===== src/rtl/mad_pkg.sv =====
package mad_pkg;
  localparam int MODE_W = 3;

  typedef enum logic [MODE_W-1:0] {
    MD_SINGLE  = 3'b000,
    MD_XNARROW = 3'b001,
    MD_XWIDE   = 3'b010,
    MD_EMUNAR  = 3'b011,
    MD_PERIPH  = 3'b100
  } mode_e;

  typedef struct packed {
    logic gpio;
    logic addr_in;
    logic wide_ok;
    logic narrow_bus;
    logic emul;
  } mode_dec_t;
endpackage


===== src/rtl/mad_mode_dec.sv =====
module mad_mode_dec
  import mad_pkg::*;
(
  input  logic [MODE_W-1:0] mode_code,
  input  logic              vis_en,
  input  logic              int_acc,
  input  logic              narrow_acc,
  output logic              is_gpio,
  output logic              addr_in,
  output logic              wide16,
  output logic              two_beat
);
  mode_dec_t dec;
  logic      emu_vis;

  always_comb begin
    dec = '0;
    case (mode_code)
      MD_XNARROW: dec.narrow_bus = 1'b1;
      MD_XWIDE:   dec.wide_ok    = 1'b1;
      MD_EMUNAR:  begin dec.narrow_bus = 1'b1; dec.emul = 1'b1; end
      MD_PERIPH:  begin dec.wide_ok = 1'b1; dec.addr_in = 1'b1; end
      default:    dec.gpio = 1'b1;
    endcase
  end

  always_comb begin
    emu_vis  = dec.emul & vis_en & int_acc;
    is_gpio  = dec.gpio;
    addr_in  = dec.addr_in;
    wide16   = ~dec.gpio & ((dec.wide_ok & ~narrow_acc) | emu_vis);
    two_beat = dec.narrow_bus & ~emu_vis & ~narrow_acc;
  end
endmodule


===== src/rtl/mad_lane_mux.sv =====
module mad_lane_mux #(
  parameter int W = 8
) (
  input  logic           is_gpio,
  input  logic           addr_in,
  input  logic           wide16,
  input  logic           two_beat,
  input  logic           phase,
  input  logic           beat,
  input  logic           rw,
  input  logic [2*W-1:0] addr,
  input  logic [2*W-1:0] wdata,
  input  logic [W-1:0]   gpo_a,
  input  logic [W-1:0]   dir_a,
  input  logic [W-1:0]   gpo_b,
  input  logic [W-1:0]   dir_b,
  output logic [W-1:0]   a_out,
  output logic [W-1:0]   a_oe,
  output logic [W-1:0]   b_out,
  output logic [W-1:0]   b_oe
);
  logic         byte_lo;
  logic [W-1:0] lane;
  logic [W-1:0] drive;

  always_comb begin
    byte_lo = two_beat ? beat : addr[0];
    lane    = byte_lo ? wdata[W-1:0] : wdata[2*W-1:W];
    drive   = {W{~rw}};
  end

  always_comb begin
    a_out = '0;
    a_oe  = '0;
    b_out = '0;
    b_oe  = '0;
    if (is_gpio) begin
      a_out = gpo_a;
      a_oe  = dir_a;
      b_out = gpo_b;
      b_oe  = dir_b;
    end else if (!phase) begin
      if (!addr_in) begin
        a_out = addr[2*W-1:W];
        b_out = addr[W-1:0];
        a_oe  = '1;
        b_oe  = '1;
      end
    end else if (wide16) begin
      a_out = wdata[2*W-1:W];
      b_out = wdata[W-1:0];
      a_oe  = drive;
      b_oe  = drive;
    end else begin
      a_out = lane;
      a_oe  = drive;
      if (!addr_in) begin
        b_out = addr[W-1:0];
        b_oe  = '1;
      end
    end
  end
endmodule


===== src/rtl/mad_capture.sv =====
module mad_capture #(
  parameter int W = 8
) (
  input  logic           clk,
  input  logic           rst_n,
  input  logic           phase,
  input  logic           is_gpio,
  input  logic           addr_in,
  input  logic           wide16,
  input  logic           two_beat,
  input  logic           rw,
  input  logic           addr0,
  input  logic [W-1:0]   pin_a,
  input  logic [W-1:0]   pin_b,
  output logic           beat,
  output logic [2*W-1:0] rd_data,
  output logic           rd_done,
  output logic [2*W-1:0] ext_addr
);
  logic           phase_q;
  logic [W-1:0]   pa_q, pb_q;
  logic           beat_q, beat_nxt;
  logic [2*W-1:0] rd_q, rd_nxt;
  logic           done_q, done_nxt;
  logic [2*W-1:0] ext_q, ext_nxt;
  logic           fall, rise, cap_en, beat_en, ext_en;

  always_comb begin
    fall    = phase_q & ~phase;
    rise    = ~phase_q & phase;
    cap_en  = fall & ~is_gpio & rw;
    beat_en = ~two_beat | fall;
    ext_en  = rise & addr_in;

    beat_nxt = two_beat ? ~beat_q : 1'b0;

    rd_nxt = rd_q;
    if (wide16) begin
      rd_nxt = {pa_q, pb_q};
    end else if (two_beat ? beat_q : addr0) begin
      rd_nxt[W-1:0] = pa_q;
    end else begin
      rd_nxt[2*W-1:W] = pa_q;
    end

    done_nxt = cap_en & (~two_beat | beat_q);
    ext_nxt  = {pa_q, pb_q};
  end

  always_ff @(posedge clk or negedge rst_n) begin
    if (!rst_n) begin
      phase_q <= 1'b0;
      pa_q    <= '0;
      pb_q    <= '0;
      beat_q  <= 1'b0;
      rd_q    <= '0;
      done_q  <= 1'b0;
      ext_q   <= '0;
    end else begin
      phase_q <= phase;
      pa_q    <= pin_a;
      pb_q    <= pin_b;
      done_q  <= done_nxt;
      if (beat_en) beat_q <= beat_nxt;
      if (cap_en)  rd_q   <= rd_nxt;
      if (ext_en)  ext_q  <= ext_nxt;
    end
  end

  assign beat     = beat_q;
  assign rd_data  = rd_q;
  assign rd_done  = done_q;
  assign ext_addr = ext_q;

  AST_BEAT_CLEAR: assert property (@(posedge clk) disable iff (!rst_n)
    !two_beat |=> (beat_q == 1'b0));
  AST_DONE_PULSE: assert property (@(posedge clk) disable iff (!rst_n)
    done_q |=> !done_q);
  AST_RD_HOLD: assert property (@(posedge clk) disable iff (!rst_n)
    !(phase_q && !phase) |=> $stable(rd_q));
  AST_EXT_HOLD: assert property (@(posedge clk) disable iff (!rst_n)
    !addr_in |=> $stable(ext_q));
endmodule


===== src/rtl/mux_ad_port.sv =====
module mux_ad_port
  import mad_pkg::*;
#(
  parameter int BYTE_W = 8,
  localparam int AW = 2 * BYTE_W
) (
  input  logic              clk,
  input  logic              rst_n,
  input  logic              bus_phase,
  input  logic [MODE_W-1:0] mode_code,
  input  logic              vis_en,
  input  logic              int_acc,
  input  logic              narrow_acc,
  input  logic              bus_rw,
  input  logic [AW-1:0]     bus_addr,
  input  logic [AW-1:0]     bus_wdata,
  input  logic [BYTE_W-1:0] gpio_a_dat,
  input  logic [BYTE_W-1:0] gpio_a_dir,
  input  logic [BYTE_W-1:0] gpio_b_dat,
  input  logic [BYTE_W-1:0] gpio_b_dir,
  input  logic [BYTE_W-1:0] pad_a_in,
  input  logic [BYTE_W-1:0] pad_b_in,
  output logic [BYTE_W-1:0] pad_a_out,
  output logic [BYTE_W-1:0] pad_a_oe,
  output logic [BYTE_W-1:0] pad_b_out,
  output logic [BYTE_W-1:0] pad_b_oe,
  output logic [AW-1:0]     rd_data,
  output logic              rd_done,
  output logic [AW-1:0]     tester_addr
);
  logic rst_meta, rst_sync;
  logic is_gpio, addr_in, wide16, two_beat, beat;

  always_ff @(posedge clk or negedge rst_n) begin
    if (!rst_n) begin
      rst_meta <= 1'b0;
      rst_sync <= 1'b0;
    end else begin
      rst_meta <= 1'b1;
      rst_sync <= rst_meta;
    end
  end

  mad_mode_dec u_dec (
    .mode_code (mode_code),
    .vis_en    (vis_en),
    .int_acc   (int_acc),
    .narrow_acc(narrow_acc),
    .is_gpio   (is_gpio),
    .addr_in   (addr_in),
    .wide16    (wide16),
    .two_beat  (two_beat)
  );

  mad_lane_mux #(.W(BYTE_W)) u_mux (
    .is_gpio (is_gpio),
    .addr_in (addr_in),
    .wide16  (wide16),
    .two_beat(two_beat),
    .phase   (bus_phase),
    .beat    (beat),
    .rw      (bus_rw),
    .addr    (bus_addr),
    .wdata   (bus_wdata),
    .gpo_a   (gpio_a_dat),
    .dir_a   (gpio_a_dir),
    .gpo_b   (gpio_b_dat),
    .dir_b   (gpio_b_dir),
    .a_out   (pad_a_out),
    .a_oe    (pad_a_oe),
    .b_out   (pad_b_out),
    .b_oe    (pad_b_oe)
  );

  mad_capture #(.W(BYTE_W)) u_cap (
    .clk     (clk),
    .rst_n   (rst_sync),
    .phase   (bus_phase),
    .is_gpio (is_gpio),
    .addr_in (addr_in),
    .wide16  (wide16),
    .two_beat(two_beat),
    .rw      (bus_rw),
    .addr0   (bus_addr[0]),
    .pin_a   (pad_a_in),
    .pin_b   (pad_b_in),
    .beat    (beat),
    .rd_data (rd_data),
    .rd_done (rd_done),
    .ext_addr(tester_addr)
  );

  AST_ADDR_DRIVE: assert property (@(posedge clk) disable iff (!rst_n)
    (!is_gpio && !addr_in && !bus_phase) |->
      (pad_a_out == bus_addr[AW-1:BYTE_W]) && (pad_b_out == bus_addr[BYTE_W-1:0])
      && (&pad_a_oe) && (&pad_b_oe));
  AST_RD_RELEASE: assert property (@(posedge clk) disable iff (!rst_n)
    (!is_gpio && bus_phase && bus_rw) |-> (pad_a_oe == '0));
  AST_TESTER_IN: assert property (@(posedge clk) disable iff (!rst_n)
    (addr_in && !bus_phase) |-> ((pad_a_oe == '0) && (pad_b_oe == '0)));
  AST_DONE_READ: assert property (@(posedge clk) disable iff (!rst_n)
    rd_done |-> $past(bus_rw));
endmodule


===== config.mk =====
export PLATFORM = sky130hd
export DESIGN_NAME = mux_ad_port
export DESIGN_NICKNAME = d
export VERILOG_FILES = /design/src/rtl/mad_pkg.sv /design/src/rtl/mad_mode_dec.sv /design/src/rtl/mad_lane_mux.sv /design/src/rtl/mad_capture.sv /design/src/rtl/mux_ad_port.sv
export SDC_FILE = /design/constraint.sdc
export NUM_CORES = 1
export LEC_CHECK = 0
export ABC_CLOCK_PERIOD_IN_PS = 2700
export BUFFER_PORTS_ARGS = -buffer_cell sky130_fd_sc_hd__buf_4
export CAP_MARGIN = 40
export CORE_MARGIN = 4
export CORE_UTILIZATION = 44
export DETAILED_ROUTE_END_ITERATION = 16
export PLACE_DENSITY = 0.78
export SYNTH_ARGS = -nofsm -noshare
export SYNTH_HDL_FRONTEND = slang
export SYNTH_HIERARCHICAL = 1
export SYNTH_SLANG_ARGS = --single-unit

===== constraint.sdc =====
create_clock -name clk -period 2.7 [get_ports clk]
set_input_delay 0.54 -clock clk [delete_from_list [all_inputs] [get_ports clk]]
set_output_delay 0.54 -clock clk [all_outputs]
set_load 0.005 [all_outputs]

# Word-level counts from Yosys, hierarchy flattened
# Index checks and enable logic that the tools add are counted.
[op_classes]
n_eq_ne = 5
muxes = 24
bitwise_logic = 22
reduce_logical = 6
[ops]
columns = ["operator", "n"]
rows = [
  ["two-way mux 8 bit", 17],
  ["two-way mux 16 bit", 1],
  ["AND 1 bit", 12],
  ["inverter 1 bit", 7],
  ["equality test 3 x 2 -> 1 bit (second input constant)", 2],
  ["two-way mux 1 bit", 6],
  ["AND reduction 2 bit", 2],
  ["OR reduction 2 bit", 2],
  ["OR reduction 4 bit", 1],
  ["equality test 3 x 1 -> 1 bit (second input constant)", 1],
  ["equality test 3 bit (second input constant)", 1],
  ["bitwise OR 1 bit", 3],
  ["!= test 2 bit (second input constant)", 1],
  ["nonzero test 2 bit", 1],
]
[word_totals]
out_inout_bits = 65
word_cells = 67
in_bits = 90
reg_bits = 53

# Depth between registers and ports, before layout
# Gate-level depths: netlist of the first run.
[logic_depth]
word_depth = 12
mapped_depth = 7
ltp_nobuf = 5

# By module
# The synthesis of the first run kept the hierarchy.
[modules_own_cells]
columns = ["mod", "area_each_um2", "seq_area_each_um2", "cells_per_inst", "instances"]
rows = [
  ["mad_capture", 1863.0, 1276.2, 105, 1],
  ["mad_lane_mux", 758.2, 0.0, 110, 1],
  ["mad_mode_dec", 62.6, 0.0, 8, 1],
  ["mux_ad_port", 53.8, 50.0, 3, 1],
]

# Worst setup path before layout of the first run
# No wires, ideal clock.
[synth_path]
kind = "in2out"
from = "in mode_code[2]"
to = "out pad_a_out[0]"
n_path_buf = 0
cell_stages = 5
setup_slack_ps = 213
arrival_ps = 1947
t_required_ps = 2160
path_cell_list = "nand2b_1 nor3b_1 mux2i_2 o211ai_1 a32oi_1"
[synth_between]
elab_chain_cells = 12
word_cells_on_any_way = 25
classes_between = "eq/ne (4); mux (10); bitwise (8); reduce/logical (3)"
[synth_lines]
columns = ["item", "line_no", "text"]
rows = [
  ["start: declaration", "mux_ad_port.sv:10", "input logic [MODE_W-1:0] mode_code,"],
  ["equality test 3 x 2 -> 1 bit", "mad_mode_dec.sv:18", "case (mode_code)"],
  ["two-way mux 1 bit", "mad_mode_dec.sv:18", ""],
  ["AND 1 bit (2 in series)", "mad_mode_dec.sv:28", "emu_vis = dec.emul & vis_en & int_acc;"],
  ["inverter 1 bit", "mad_mode_dec.sv:32", "two_beat = dec.narrow_bus & ~emu_vis & ~narrow_acc;"],
  ["AND 1 bit * (2 in series)", "mad_mode_dec.sv:32", ""],
  ["via two_beat", "mux_ad_port.sv:32", "logic is_gpio, addr_in, wide16, two_beat, beat;"],
  ["two-way mux 1 bit *", "mad_lane_mux.sv:27", "byte_lo = two_beat ? beat : addr[0];"],
  ["two-way mux 8 bit *", "mad_lane_mux.sv:28", "lane = byte_lo ? wdata[W-1:0] : wdata[2*W-1:W];"],
  ["two-way mux 8 bit *", "mad_lane_mux.sv:49", "end else if (wide16) begin"],
  ["two-way mux 8 bit *", "mad_lane_mux.sv:42", "end else if (!phase) begin"],
  ["two-way mux 8 bit *", "mad_lane_mux.sv:37", "if (is_gpio) begin"],
  ["end: declaration", "mux_ad_port.sv:23", "output logic [BYTE_W-1:0] pad_a_out,"],
]
# The timed path passes the listed nets; every way through them passes the cells marked *.

# Worst setup path after layout of the first run
[layout_path]
from = "in mode_code[2]"
to = "out pad_a_out[7]"
# The elaborated chain is that of the path after synthesis.

==> flow_summary.toml, run 1 <==
[power]
pwr-share-seq_pct = 45.8
pwr-share-clk_pct = 18.2
peakVddDrop_uv = 527.1
power.density_nw_per_um2 = 538.8
total_power_w = 0.002241
sw_frac_of_total_pct = 26.59
p_switching_w = 0.0005957
power.internal_w = 0.001645
p_leak_nw = 2.126
comb_power_share_pct = 36.0

[clocking]
insertion_delay_ns = 0.29
cts_root_buffer = "clkbuf_8"
cts_sinks = 53
cts_tree = "built"
h-tree-depth = 2
cts_made_buffers = 5
postCtsSetupBuffers = 0
clockBufferDepth = 2
cts.clk_slew.worst_paths_ns = 0.09

[synth]
yosysTopAreaCell = "dfrtp_1"
ys_seq_elements = 53
synth_top_cell_area_share_pct = 48.45
yosys.area_share.simple_pct = 9.644
yosysSeqAreaShare_pct = 48.45
synthMuxAreaShare_pct = 21.76
synthTopCellsByArea = "dfrtp_1 48%, mux2_2 14%, a21o_1 4.4%"
synth.distinct_cells = 42
syn_nets = 316
synthAdderAreaFrac_pct = 0
synth_top_family_by_area = "multiplexers"
ys.warnings.count = 6
synthesis.area_um2 = 2738
synthCells = 226
synth_compound_area_share_pct = 14.72
synth_xor_xnor_area_share_pct = 0.9598
synth.avg_cell_area_um2 = 12.11

[global_routing]
antenna_found_initial = 0
grt_pass1_vias = 2413
grtUsageTotal_pct = 20.39
grt_pass1_wl_um = 12120
overflow = 0
grt_max_degree = 37

[route]
vias = 2394
drc = 0
ant_nets = 0
routed_wl_um = 7872
avgRoutedWirePerCell_um = 16.97
vias_per_cell = 5.159
drtPass1Iterations = 4
drt-initial-drc-count = 56

[layout]
final_cell_mix = "163 x buf_4, 52 x dfrtp_1, 33 x mux2_2, 16 x a21o_1, 12 x nor2b_1"
area_growth_pct = 51.92
nFillCells = 477
antennaDiodeCount = 0
final_nets = 478
final_common_cell = "buf_4"
drive_gt1_share_pct = 57.33

[setup_path]
cp_data_arrival_time_ns = 2.07
cp_num_buf_inv = 4
crit_path_start_kind = "input pin"
required_ns = 2.16
rr_worst_depth = 3
cpLargestDelayFamily = "buffers and inverters"
rr_startpoint = "u_cap/beat$_DFFE_PN0P_"
r2r_slack_ns = 1.21
crit_slowest_cell = "a32oi_1"
cp_max_fo = 8
path_cells = "buf_4 > nand2b_2 > nor3b_2 > buf_4 > mux2i_2 > buf_4 > o211ai_1 > a32oi_1 > buf_4"
critPathKind = "in -> out"
slowest_delay_ns = 0.23
end_kind = "output port"
r2r_end = "u_cap/rd_data[15]$_DFFE_PN0P_"
cp_common_cell = "buf_4"

[place]
routabilityCongestion = 0.8207
post-dp-hpwl_um = 6174
io_buffers = 154

[timing]
setup_tns_ns = 0
skew_ns = 0.003869
fin_crit_sh_pct = 96.79
setup_viol = 0
rsz0062_at_grt = "false"
fmax_ghz = 0.3827
relSlewSlack_pct = 65.32
period_needed_ns = 2.613
drv_slew = 0
tightest_slew_ns = 0.5202
finalHoldViolCount = 0

[floorplanning]
ios = 155
core_area_um2 = 5991
die_w_um = 86.88
initial_core_util_pct = 45.70
std_cell_rows = 28
dieArea_um2 = 7548
fp.dieH_um = 86.88

[hold_path]
worstHoldPathType = "reg -> async"

[run_status]
status = "completed"

[run]
drv_cap = 0
[power by group through the flow]
stage | logic [W] | clock network (W) | registers [W]
2_1_floorplan | 0.000313 | 0 | 0.00104
3_3_place_gp | 0.000785 | 0 | 0.00105
3_5_place_dp | 0.000818 | 0 | 0.00104
4_1_cts | 0.000819 | 0.000429 | 0.00103
5_1_grt | 0.000877 | 0.000463 | 0.00105
6_report | 0.000807 | 0.000408 | 0.00103
[area by class of cell]
| class | count | area (um^2) | area share (%) |
|---|---|---|---|
| flip-flops and latches | 53 | 1328 | 31.92 |
| repair buffers | 167 | 1294 | 31.11 |
| clock buffers | 8 | 80.08 | 1.925 |
| multi-input cells | 152 | 1330 | 31.98 |
| inverters | 9 | 33.78 | 0.8123 |
| well taps | 75 | 93.84 | 2.256 |
[stage by stage]
| stage | std cells | util, % | area [um^2] | setup WS [ns] | hold WS [ns] |
|---|---|---|---|---|---|
| CTS | 463 | 69.13 | 4141 | 0.05416 | 0.005381 |
| finish | 464 | 69.42 | 4159 | 0.08678 | 0.1823 |
| floorplan | 226 | - | 2738 | 0.2135 | 0.2444 |
| global route | 464 | 69.42 | 4159 | 0.0007383 | 0.2239 |
| detailed placement | 455 | 67.79 | 4061 | 0.05782 | 0.1922 |
| global placement | 454 | 67.46 | 4041 | 0.1124 | 0.3231 |
[registers in the layout (all words and copies together) (netlist names)]
signal          count
rst_sync            1
u_cap/pa_q          8
u_cap/ext_addr     16
rst_meta            1
u_cap/phase_q       1
u_cap/pb_q          8
u_cap/rd_done       1
u_cap/beat          1
u_cap/rd_data      16
[how the worst max path moves through the flow]
stage | to | cells after the start | slack (ns) | from
6_report | pad_a_out[7] | 9 | 0.09 | mode_code[2]
3_5_place_dp | pad_a_out[7] | 9 | 0.06 | mode_code[2]
3_3_place_gp | pad_a_out[7] | 9 | 0.11 | mode_code[2]
2_1_floorplan | pad_a_out[0] | 5 | 0.21 | mode_code[2]
4_1_cts | pad_a_out[7] | 9 | 0.05 | mode_code[2]
5_1_grt | pad_a_out[3] | 9 | 0.0007 | mode_code[2]
[worst reg2reg max path, stage by stage (launching register included)]
cell     delay (ns)
dfrtp_1        0.40
mux2i_1        0.13
o21ai_2        0.44
mux2_2         0.40
[cells in the mapped netlist]
| library cell | number |
|---|---|
| clkbuf_2 | 1 |
| mux2_2 | 33 |
| clkbuf_1 | 1 |
| nand2_1 | 9 |
| buf_2 | 4 |
| buf_6 | 3 |
| and4bb_1 | 1 |
| o211ai_1 | 6 |
| a21oi_1 | 6 |
| a21bo_1 | 1 |
| nand4_1 | 6 |
| o21ai_1 | 1 |
| a211oi_4 | 2 |
| nor2_2 | 1 |
| inv_1 | 9 |
| nand3_1 | 3 |
| nor2b_1 | 12 |
| a21o_1 | 16 |
| a31oi_1 | 1 |
| mux2i_1 | 9 |
| nor3b_1 | 2 |
| o21ai_2 | 1 |
| o31ai_1 | 1 |
| conb_1 | 1 |
| mux2_4 | 8 |
| dfrtp_1 | 53 |
| mux2i_2 | 1 |
| xor2_1 | 1 |
| nand3b_1 | 1 |
| o32ai_2 | 1 |
| nand2_4 | 1 |
| o21ai_0 | 9 |
| and2_1 | 2 |
| o2111ai_1 | 1 |
| a21boi_0 | 1 |
| nand2b_1 | 3 |
| buf_4 | 3 |
| nor2_1 | 1 |
| nand4b_1 | 1 |
| and3_1 | 1 |
| a32oi_1 | 6 |
| xnor2_1 | 2 |
[timing repair]
action / in CTS / in global routing
hold buffers: 0 / 1
gates resized for setup: 0 / 2
setup endpoints to repair: 0 / 6
hold endpoints to repair: 0 / 2
[per-layer routing]
| layer | wire (um) | vias to the layer above | GRT usage, % |
|---|---|---|---|
| met2 | 4070 | 120 | 38.03 |
| met1 | 2801 | 1129 | 23.08 |
| met5 | 0 | - | 0 |
| met4 | 76 | 0 | 3.966 |
| li1 | - | 1133 | - |
| met3 | 922 | 12 | 5.771 |
[cell families (layout without fill, tap and decap cells)]
logic type / after synthesis / in the layout
AO/OA/AOI/OAI: 53 / 53
XOR/XNOR: 3 / 3
buffers and inverters: 21 / 184
flip-flops: 53 / 53
multiplexers: 51 / 51
other: 1 / 1
AND/OR/NAND/NOR: 44 / 44
(Power assumes the default switching activity.)
==> inputs of run 2 (changes only) <==
--- a/config.mk
+++ b/config.mk
@@ -5,6 +5,7 @@
 export SDC_FILE = /design/constraint.sdc
 export NUM_CORES = 1
 export LEC_CHECK = 0
+export ABC_AREA = 1
 export ABC_CLOCK_PERIOD_IN_PS = 2700
 export BUFFER_PORTS_ARGS = -buffer_cell sky130_fd_sc_hd__buf_4
 export CAP_MARGIN = 40
==> run 2 against run 1 <==
Compared with the run above: sequential power barely moved; critical path depth increased by 2; combinational power down 13%; global-route usage rose by 2.3 points; wire length rose by 11%; power decreased by 0.14%; die area is 1.1% higher; worst setup slack improved by 0.16 ns; largest cell class is now registers; highest routed layer unchanged.
==> flow_summary.toml, run 2 <==
[run_status]
status = "completed"

[route]
drtPass1Iterations = 5
avgRoutedWirePerCell_um = 14.71
vias = 2916
vias_per_cell = 4.893
drt-initial-drc-count = 230
routed_wl_um = 8769
ant_nets = 0
drc = 0

[power]
pwr-share-seq_pct = 44.8
sw_frac_of_total_pct = 29.14
peakVddDrop_uv = 486.5
p_switching_w = 0.0006521
pwr-share-clk_pct = 23.9
power.internal_w = 0.001586
p_leak_nw = 2.318
power.density_nw_per_um2 = 541.9
comb_power_share_pct = 31.3

[floorplanning]
fp.dieH_um = 87.37
initial_core_util_pct = 45.99
ios = 155
core_area_um2 = 6026
die_w_um = 87.37
std_cell_rows = 28
dieArea_um2 = 7633

[global_routing]
antenna_found_initial = 0
grt_max_degree = 36
use_met3_pct = 4.920
grt_pass1_vias = 2815
gr-max-usage-layer = "met2"
overflow = 0
grtUsageMet2_pct = 37.95
grt_pass1_wl_um = 13600
use_met1_pct = 30.10
grtUsageTotal_pct = 22.64

[timing]
skew_ns = 0.005729
drv_slew = 0
fmax_ghz = 0.4076
setup_tns_ns = 0
setup_viol = 0
finalHoldViolCount = 0
whs_ns = 0.1851
rsz0062_at_grt = "false"
period_needed_ns = 2.453
fin_crit_sh_pct = 90.86

[synth]
ys.flop_type = "dfrtp_1"
yosysSeqAreaShare_pct = 47.86
ys_seq_elements = 53
ys.warnings.count = 6
synth.top_cells.by_count = "119 x nand2_1, 56 x nand3_1, 53 x dfrtp_1, 35 x inv_1, 20 x nor2_1"
synth.distinct_cells = 25
synth.avg_cell_area_um2 = 7.593
synth_most_common_cell = "nand2_1"
synth_top_cell_area_share_pct = 47.86
yosysTopAreaCell = "dfrtp_1"
syn_nets = 455
synthTopCellsByArea = "dfrtp_1 48%, nand2_1 16%, nand3_1 10%"
synth_edf_count = 0
async_flop_share_pct = 100.0
synthCells = 365
synthesis.area_um2 = 2771

[layout]
final_cells = 596
antennaDiodeCount = 0
area_growth_pct = 48.98
final_cell_mix = "160 x buf_4, 119 x nand2_1, 56 x nand3_1, 52 x dfrtp_1, 35 x inv_1"
final_nets = 610
final_common_cell = "buf_4"
drive_gt1_share_pct = 36.66

[place]
post-dp-hpwl_um = 6942
placed_cells = 587
io_buffers = 154
routabilityCongestion = 0.9355

[setup_path]
end_kind = "output port"
cp_max_fo = 8
path_cells = "buf_4 > nor2_2 > nand2_1 > nor2_1 > inv_1 > nand2_1 > nand3b_4 > nand2_1 > nand3_1 > a21oi_1 > buf_4"
crit_path_start_kind = "input pin"
cp_common_cell = "nand2_1"
required_ns = 2.16
slowest_delay_ns = 0.25
cp_num_buf_inv = 3
critPathKind = "in -> out"
rr_startpoint = "u_cap/phase_q$_DFF_PN0_"
cpLargestDelayFamily = "simple AND/OR/NAND/NOR gates"
cp-startpoint = "mode_code[2]"
crit_slowest_cell = "nor2_1"
cp_data_arrival_time_ns = 1.91

[clocking]
cts_tree = "built"
insertion_delay_ns = 0.31
cts_made_buffers = 5
clockBufferDepth = 2
cts_root_buffer = "clkbuf_8"
cts.clk_slew.worst_paths_ns = 0.09
cts_sinks = 53
h-tree-depth = 2

[run]
drv_cap = 0

[hold_path]
worstHoldPathType = "reg -> async"
run 2: changes by cell type after synthesis, sizes merged, moves of 10 or more:
cell | previous run | this run
nand2 | 10 | 125
nand3 | 3 | 59
mux2 | 41 | 0
inv | 9 | 40
nor2 | 2 | 25
a21o | 16 | 0
a21oi | 6 | 18
nor2b | 12 | 0
mux2i | 10 | 0
o21ai | 11 | 21
run 2: worst register-to-register path: cells and delay by family, from the launching register on:
family / cells / cell delay (ns)
AO/OA/AOI/OAI: 1 / 0.08
AND/OR/NAND/NOR: 3 / 0.71
flip-flops: 1 / 0.43
run 2: cell families after synthesis:
group / after synthesis / synth area share (%)
buffers and inverters: 54 / 8.713
other: 1 / 0.1353
DFF: 53 / 47.86
AOI/OAI and AO/OA: 46 / 8.758
and+or+nand+nor: 211 / 34.54
run 2: power by group through the flow:
stage	Sequential, W	Combinational, W	Clock (W)
3_5_place_dp	0.00102	0.000703	0
4_1_cts	0.00100	0.000706	0.000541
3_3_place_gp	0.00103	0.000669	0
6_report	0.00100	0.000700	0.000534
2_1_floorplan	0.00102	0.000258	0
5_1_grt	0.00102	0.000776	0.000585
run 2: area by class of cell:
cell class | instances | area (um^2)
Clock inverter | 2 | 38.79
Fill cell | 516 | 1897
Inverter | 40 | 152.6
Sequential cell | 53 | 1328
Timing Repair Buffer | 162 | 1231
Clock buffer | 6 | 72.57
Tap cell | 75 | 93.84
Multi-Input combinational cell | 258 | 1212
run 2: what timing repair did:
| item | in CTS | in global routing |
|---|---|---|
| buffers inserted | 0 | 0 |
| hold endpoints to repair | 2 | 0 |
| hold buffers | 1 | 0 |
| endpoints found under the setup margin | 0 | 8 |
| resized for setup | 0 | 1 |
run 2: final timing paths:
path / to / slack, ns / cells after the start
hold reg to reg: u_cap/pa_q[5]$_DFF_PN0_ / 0.19 / 0
setup / recovery: pad_a_out[5] / 0.25 / 11
hold / removal: u_cap/pa_q[5]$_DFF_PN0_ / 0.19 / 0
max in group asynchronous: u_cap/rd_done$_DFF_PN0_ / 2.02 / 1
min in group clk: u_cap/pb_q[0]$_DFF_PN0_ / 0.33 / 1
setup reg to reg: u_cap/ext_addr[15]$_DFFE_PN0P_ / 1.36 / 4
run 2: per-layer routing:
layer | vias up | routed length (um)
met3 | 15 | 602
met1 | 1324 | 3513
met5 | - | 0
li1 | 1473 | -
met2 | 104 | 4520
met4 | 0 | 132
run 2: through the flow:
step	total power [W]	instance area (um^2)	setup slack (ns)	util [%]
after CTS	0.002250	4124	0.2099	68.44
after floorplan	0.001278	2771	0.6196	-
after detailed placement	0.001720	4003	0.2100	66.42
after global routing	0.002380	4129	0.04634	68.52
after global placement	0.001696	3983	0.2810	66.09
final	0.002238	4129	0.2469	68.52
